===== src/rtl/pwm_shadow_pkg.sv =====
package pwm_shadow_pkg;

  typedef enum logic [1:0] {
    MODE_ONE_RAMP  = 2'b00,
    MODE_TWO_RAMP  = 2'b01,
    MODE_FOUR_RAMP = 2'b10,
    MODE_CENTER    = 2'b11
  } ramp_mode_e;

  typedef enum logic [2:0] {
    SEL_A_START = 3'd0,
    SEL_A_END   = 3'd1,
    SEL_B_START = 3'd2,
    SEL_B_END   = 3'd3,
    SEL_OUT_CFG = 3'd4
  } wr_sel_e;

  // packed MSB first: bit 6 auto lock ... bit 0 clock select
  typedef struct packed {
    logic       auto_lock;
    logic       lock;
    ramp_mode_e mode;
    logic       pol;
    logic       mtx_en;
    logic       clk_sel;
  } ctl_t;

  localparam int CTL_W = $bits(ctl_t);

endpackage


===== src/rtl/pwm_shadow_commit.sv =====
module pwm_shadow_commit (
  input  logic clk,
  input  logic rst,
  input  logic cmp_wr,
  input  logic bend_wr,
  input  logic any_wr,
  input  logic cycle_end,
  input  logic lock,
  input  logic auto_lock,
  output logic commit,
  output logic commit_pulse
);

  logic pend_q;
  logic lastb_q;

  // automatic lock outranks the manual lock
  always_comb begin
    if (auto_lock) commit = cycle_end && lastb_q;
    else           commit = cycle_end && !lock && pend_q;
  end

  always_ff @(posedge clk) begin
    if (rst) begin
      pend_q       <= 1'b0;
      lastb_q      <= 1'b0;
      commit_pulse <= 1'b0;
    end else begin
      commit_pulse <= commit;
      if (any_wr)      pend_q <= 1'b1;
      else if (commit) pend_q <= 1'b0;
      if (cmp_wr)      lastb_q <= bend_wr;
      else if (commit) lastb_q <= 1'b0;
    end
  end

endmodule


===== src/rtl/pwm_shadow_bank.sv =====
module pwm_shadow_bank #(
  parameter int DW   = 16,
  parameter int NCMP = 4,
  parameter int NCFG = 2,
  parameter int SELW = 3
) (
  input  logic                      clk,
  input  logic                      rst,
  input  logic                      wr_en,
  input  logic [SELW-1:0]           wr_sel,
  input  logic [DW-1:0]             wr_data,
  input  logic                      commit,
  output logic [NCMP-1:0][DW-1:0]   act_o,
  output logic [NCFG-1:0]           cfg_o
);

  localparam logic [SELW-1:0] CFG_SEL = SELW'(NCMP);

  genvar g;
  generate
    for (g = 0; g < NCMP; g++) begin : g_cmp
      logic [DW-1:0] sh_q;
      always_ff @(posedge clk) begin
        if (rst) begin
          sh_q     <= '0;
          act_o[g] <= '0;
        end else begin
          if (wr_en && wr_sel == SELW'(g)) sh_q <= wr_data;
          if (commit) act_o[g] <= sh_q;
        end
      end
    end
  endgenerate

  logic [NCFG-1:0] sh_cfg_q;
  always_ff @(posedge clk) begin
    if (rst) begin
      sh_cfg_q <= '0;
      cfg_o    <= '0;
    end else begin
      if (wr_en && wr_sel == CFG_SEL) sh_cfg_q <= wr_data[NCFG-1:0];
      if (commit) cfg_o <= sh_cfg_q;
    end
  end

endmodule


===== src/rtl/pwm_out_stage.sv =====
module pwm_out_stage #(
  parameter int NOUT = 2
) (
  input  logic            clk,
  input  logic            rst,
  input  logic [NOUT-1:0] wave,
  input  logic [NOUT-1:0] en,
  input  logic            pol,
  input  logic            mtx_en,
  output logic [NOUT-1:0] pin
);

  genvar g;
  generate
    for (g = 0; g < NOUT; g++) begin : g_out
      logic lvl;
      assign lvl = en[g] & wave[g];
      always_ff @(posedge clk) begin
        if (rst)         pin[g] <= 1'b1;
        else if (mtx_en) pin[g] <= lvl;
        else if (pol)    pin[g] <= lvl;
        else             pin[g] <= ~lvl;
      end
    end
  endgenerate

endmodule


===== src/rtl/pwm_shadow_ctrl.sv =====
module pwm_shadow_ctrl
  import pwm_shadow_pkg::*;
#(
  parameter int DW = 16
) (
  input  logic          clk,
  input  logic          rst,
  input  logic          wr_en,
  input  logic [2:0]    wr_sel,
  input  logic [DW-1:0] wr_data,
  input  logic          ctl_we,
  input  logic [6:0]    ctl_wdata,
  input  logic          cycle_end,
  input  logic          fast_en,
  input  logic          slow_en,
  input  logic          wave_a,
  input  logic          wave_b,
  output logic [DW-1:0] cmp_a_start,
  output logic [DW-1:0] cmp_a_end,
  output logic [DW-1:0] cmp_b_start,
  output logic [DW-1:0] cmp_b_end,
  output logic [1:0]    out_en,
  output logic [1:0]    ramp_mode,
  output logic          clk_en,
  output logic          pwm_a,
  output logic          pwm_b,
  output logic          commit_pulse
);

  localparam int NCMP = 4;
  localparam int NOUT = 2;
  localparam int SELW = 3;

  ctl_t ctl_q;
  logic lock_q, auto_q, pol_q, mtx_q, clksel_q;

  always_ff @(posedge clk) begin
    if (rst)         ctl_q <= '0;
    else if (ctl_we) ctl_q <= ctl_t'(ctl_wdata);
  end

  assign lock_q    = ctl_q.lock;
  assign auto_q    = ctl_q.auto_lock;
  assign pol_q     = ctl_q.pol;
  assign mtx_q     = ctl_q.mtx_en;
  assign clksel_q  = ctl_q.clk_sel;
  assign ramp_mode = ctl_q.mode;

  always_ff @(posedge clk) begin
    if (rst) clk_en <= 1'b0;
    else     clk_en <= clksel_q ? fast_en : slow_en;
  end

  logic cmp_wr, bend_wr, any_wr, commit;
  assign cmp_wr  = wr_en && (wr_sel < SELW'(NCMP));
  assign bend_wr = wr_en && (wr_sel == SEL_B_END);
  assign any_wr  = cmp_wr || (wr_en && wr_sel == SEL_OUT_CFG);

  pwm_shadow_commit u_commit (
    .clk          (clk),
    .rst          (rst),
    .cmp_wr       (cmp_wr),
    .bend_wr      (bend_wr),
    .any_wr       (any_wr),
    .cycle_end    (cycle_end),
    .lock         (lock_q),
    .auto_lock    (auto_q),
    .commit       (commit),
    .commit_pulse (commit_pulse)
  );

  logic [NCMP-1:0][DW-1:0] act;

  pwm_shadow_bank #(.DW(DW), .NCMP(NCMP), .NCFG(NOUT), .SELW(SELW)) u_bank (
    .clk     (clk),
    .rst     (rst),
    .wr_en   (wr_en),
    .wr_sel  (wr_sel),
    .wr_data (wr_data),
    .commit  (commit),
    .act_o   (act),
    .cfg_o   (out_en)
  );

  assign cmp_a_start = act[SEL_A_START];
  assign cmp_a_end   = act[SEL_A_END];
  assign cmp_b_start = act[SEL_B_START];
  assign cmp_b_end   = act[SEL_B_END];

  logic [NOUT-1:0] pins;

  pwm_out_stage #(.NOUT(NOUT)) u_out (
    .clk    (clk),
    .rst    (rst),
    .wave   ({wave_b, wave_a}),
    .en     (out_en),
    .pol    (pol_q),
    .mtx_en (mtx_q),
    .pin    (pins)
  );

  assign pwm_a = pins[0];
  assign pwm_b = pins[1];

endmodule


===== config.mk =====
export PLATFORM = sky130hd
export DESIGN_NAME = pwm_shadow_ctrl
export DESIGN_NICKNAME = d
export VERILOG_FILES = /design/src/rtl/pwm_shadow_pkg.sv /design/src/rtl/pwm_shadow_commit.sv /design/src/rtl/pwm_shadow_bank.sv /design/src/rtl/pwm_out_stage.sv /design/src/rtl/pwm_shadow_ctrl.sv
export SDC_FILE = /design/constraint.sdc
export NUM_CORES = 1
export LEC_CHECK = 0
export ABC_AREA = 1
export CAP_MARGIN = 20
export CORE_UTILIZATION = 35
export DETAILED_ROUTE_END_ITERATION = 12
export SLEW_MARGIN = 20
export SYNTH_ARGS = -nofsm -noshare
export SYNTH_HDL_FRONTEND = slang
export SYNTH_SLANG_ARGS = --single-unit

===== constraint.sdc =====
create_clock -name clk -period 1.3 [get_ports clk]
set_input_delay 0.325 -clock clk [delete_from_list [all_inputs] [get_ports clk]]
set_output_delay 0.325 -clock clk [all_outputs]
set_load 0.01 [all_outputs]

==> results of run 1 <==
-- final cells by class --
type / count / share of cell area
multi-input cells: 442 / 0.289
inverters: 15 / 0.00858
clock buffers: 22 / 0.0664
flip-flops and latches: 145 / 0.409
repair buffers: 145 / 0.169
clock inverters: 10 / 0.0252
well taps: 184 / 0.0322
-- what timing repair did --
action                                  in CTS  in global routing
gates cloned                                 0                  4
pin swaps                                    1                 17
resized for setup                          299                 30
endpoints found under the setup margin     105                 85
buffers inserted                             1                  2
-- worst paths after layout --
check / slack (ns) / depth (start not counted) / from / end
max: 0.03 / 6 / u_commit.lastb_q$_SDFFE_PP0P_ / u_bank.act_o[39]$_SDFFE_PP0P_
min: 0.40 / 3 / wr_sel[0] / u_bank.g_cmp[3].sh_q[15]$_SDFFE_PP0P_
max reg2reg: 0.03 / 6 / u_commit.lastb_q$_SDFFE_PP0P_ / u_bank.act_o[39]$_SDFFE_PP0P_
min reg2reg: 0.46 / 2 / u_bank.act_o[52]$_SDFFE_PP0P_ / u_bank.act_o[52]$_SDFFE_PP0P_
-- cells in the final DEF, fill, tap and decap left out, types with 4 or more instances in the layout --
cell type / instances
buf_6: 5
nor2_1: 113
buf_12: 11
bufinv_16: 5
nand4_1: 16
clkbuf_16: 20
a21oi_1: 83
dfxtp_1: 130
buf_2: 72
o21ai_1: 14
nand3_1: 66
inv_2: 6
nand2_1: 87
clkdlybuf4s50_1: 28
inv_1: 7
buf_4: 20
a21oi_2: 6
dfxtp_2: 15
o21ai_0: 47
nand3_2: 4
-- metrics by stage --
step	utilization	power, mW	setup slack [ns]	hold slack [ns]
5_1_grt	0.490	11.2	-0.0310	0.410
6_report	0.490	10.9	0.0283	0.398
2_1_floorplan	-	5.16	0.142	0.433
4_1_cts	0.482	10.9	0.00116	0.392
3_5_place_dp	0.456	5.56	-0.516	0.451
3_3_place_gp	0.456	5.54	-0.489	0.449
-- power by group --
| group | total, mW | switching (mW) | internal, mW |
|---|---|---|---|
| registers | 4.61 | 0.0557 | 4.56 |
| clock network | 5.34 | 1.79 | 3.54 |
| logic | 0.916 | 0.532 | 0.383 |
| total | 10.9 | 2.38 | 8.48 |
-- metal layers --
metal,wire length (um),global-route usage,share of wire
met2,6960,0.295,0.48
met4,199,0.0765,0.014
met1,6730,0.232,0.46
met5,0,0,0
met3,661,0.0425,0.045
-- synth_stat cells --
cell type and n:
buf_4 11, nand2_1 87, nand4_1 16, o21ai_0 52, buf_2 16, nand2_4 1, nor2_1 114, a21oi_1 88
nand3_1 67, a21oi_2 2, clkbuf_2 2, nand2_2 2, inv_2 4, clkinv_2 1, o21ai_1 9, buf_6 4
nor2_4 1, dfxtp_1 145, inv_1 9, clkbuf_1 17, nand3_2 3, clkinv_1 1
-- tightest hold or removal path: cells and delay by family --
kind                   cells  cell delay [ns]
and+or+nand+nor            1             0.15
AOI/OAI and AO/OA          1             0.06
buffers and inverters      1             0.23
-- cells by family (layout without fill, tap and decap cells) --
group | after synthesis | in the layout | share of synthesized area
AOI/OAI and AO/OA | 151 | 151 | 0.145
buffers and inverters | 65 | 192 | 0.0645
and+or+nand+nor | 291 | 291 | 0.239
DFF | 145 | 145 | 0.552
-- flip-flops by register name (all words and copies together), names as in the netlist --
register and cells:
ramp_mode 2, u_bank.cfg_o 2, u_commit.lastb_q 1, u_commit.pend_q 1, u_bank.sh_cfg_q 2, u_commit.commit_pulse 1
auto_q 1, clksel_q 1, lock_q 1, clk_en 1, mtx_q 1, u_bank.g_cmp.sh_q 64
u_bank.act_o 64, pol_q 1, u_out.pin 2
==> run summary, run 1 <==
family with the most delay on the worst path = compound AO/OA/AOI/OAI gates
FF+latch area = 0.00292 sq mm
DIE AREA = 0.0155 sq mm
first-pass GRT wire length = 22.3 mm
post-place instance area = 0.00665 sq mm
vias = 4756
static leakage = 2.83 nW
Max-Cap Viols = 0
placer congestion estimate = 0.794
final slew viol count = 0
cells along the critical path = inv_2 > a21oi_4 > buf_6 > clkbuf_16 > nand3_1 > a21oi_1
post-route minimum period = 1.27 ns
initial antenna violation count = 0
final WL = 14.5 mm
Hold/Removal Path Class = input port to flip-flop
Worst-Skew Late Latency = 0.42 ns
Post-Syn Nets = 687
DR WL/cell = 15.1 um
synth unique cells = 22
hold buffer count at CTS = 0
buffer depth of the longest clock path = 2
overall die width = 125 um
fillers = 1403
clk root buf = clkbuf_16
H-tree Lvls = 4
Cells after DPL = 924
Seq/Total Area, Yosys = 0.552
Fin. Hold Viols = 0
vias in the first global route = 4438
total gr overflow = 0
Syn. warnings = 0
GRT Util Overall = 0.182
Syn Area/Cell = 8.07 sq um
Initial DRC Count = 342
placement row count = 44
Final ANT Viol Nets = 0
final setup violation count = 0
startpoint types = flip-flop
Crit Path Category = flip-flop to flip-flop
DR pass1 iterations = 4
share of layout cells above drive strength 1 = 0.231
nets = 801
Max Fclk = 0.786 GHz
CP required = 1.65 ns
area leader, netlist = dfxtp_1
crit path capture type = flip-flop
Worst Path Arrival = 1.62 ns
Fin Clk Skew = 0.00636 ns
Final Non-Filler Cells = 963
cell area after layout = 0.00714 sq mm
post-synth top area share = 0.552
fin crit share = 0.978
I/O pin total = 107
CP max stage delay = 0.32 ns
Rel. slew slack = 0.757
Yosys reg bits = 145
slowest stage cell, crit path = dfxtp_2
Pwr per Cell Area = 1520 mW/mm^2
clk sinks = 145
largest net degree at the start of global routing = 60
Die Y = 125 um
CORE AREA = 0.0146 sq mm
Mapped Area = 0.00526 sq mm
DRC Markers = 0
CTS Buf Count = 17
Worst VDD drop = 0.950 mV
Reg clk slew, reported paths = 0.06 ns
Starting Density = 0.361
status = finished, final reports clean
CTS tree = yes
Antenna Cells = 0
area grow syn2layout = 35.8%
I/O Buffers = 106
footprint of the multi-input gates = 0.00207 sq mm
Worst-Margin Slew = 0.364 ns
crit path buf inv count = 3
Synth area leaders = dfxtp_1, a21oi_1, nor2_1, nand3_1, nand2_1
crit path max fanout = 15
drt via density = 4.94
Detail Placement HPWL = 9.62 mm
Syn Inst Count = 652
setup TNS = 0 ns
Power figures use the tool's default switching activity.
==> inputs of run 2 (changes only) <==
--- a/config.mk
+++ b/config.mk
@@ -8,6 +8,7 @@
 export ABC_AREA = 1
 export CAP_MARGIN = 20
 export CORE_UTILIZATION = 35
+export CTS_CLUSTER_SIZE = 24
 export DETAILED_ROUTE_END_ITERATION = 12
 export SLEW_MARGIN = 20
 export SYNTH_ARGS = -nofsm -noshare
==> results of run 2 <==
The final DEF is identical to that of run 1; final timing and power are the same.
==> inputs of run 3 (changes only) <==
--- a/config.mk
+++ b/config.mk
@@ -8,6 +8,7 @@
 export ABC_AREA = 1
 export CAP_MARGIN = 20
 export CORE_UTILIZATION = 35
+export CTS_CLUSTER_DIAMETER = 30
 export CTS_CLUSTER_SIZE = 24
 export DETAILED_ROUTE_END_ITERATION = 12
 export SLEW_MARGIN = 20
==> results of run 3 <==
The final DEF is identical to that of run 1; final timing and power are the same.
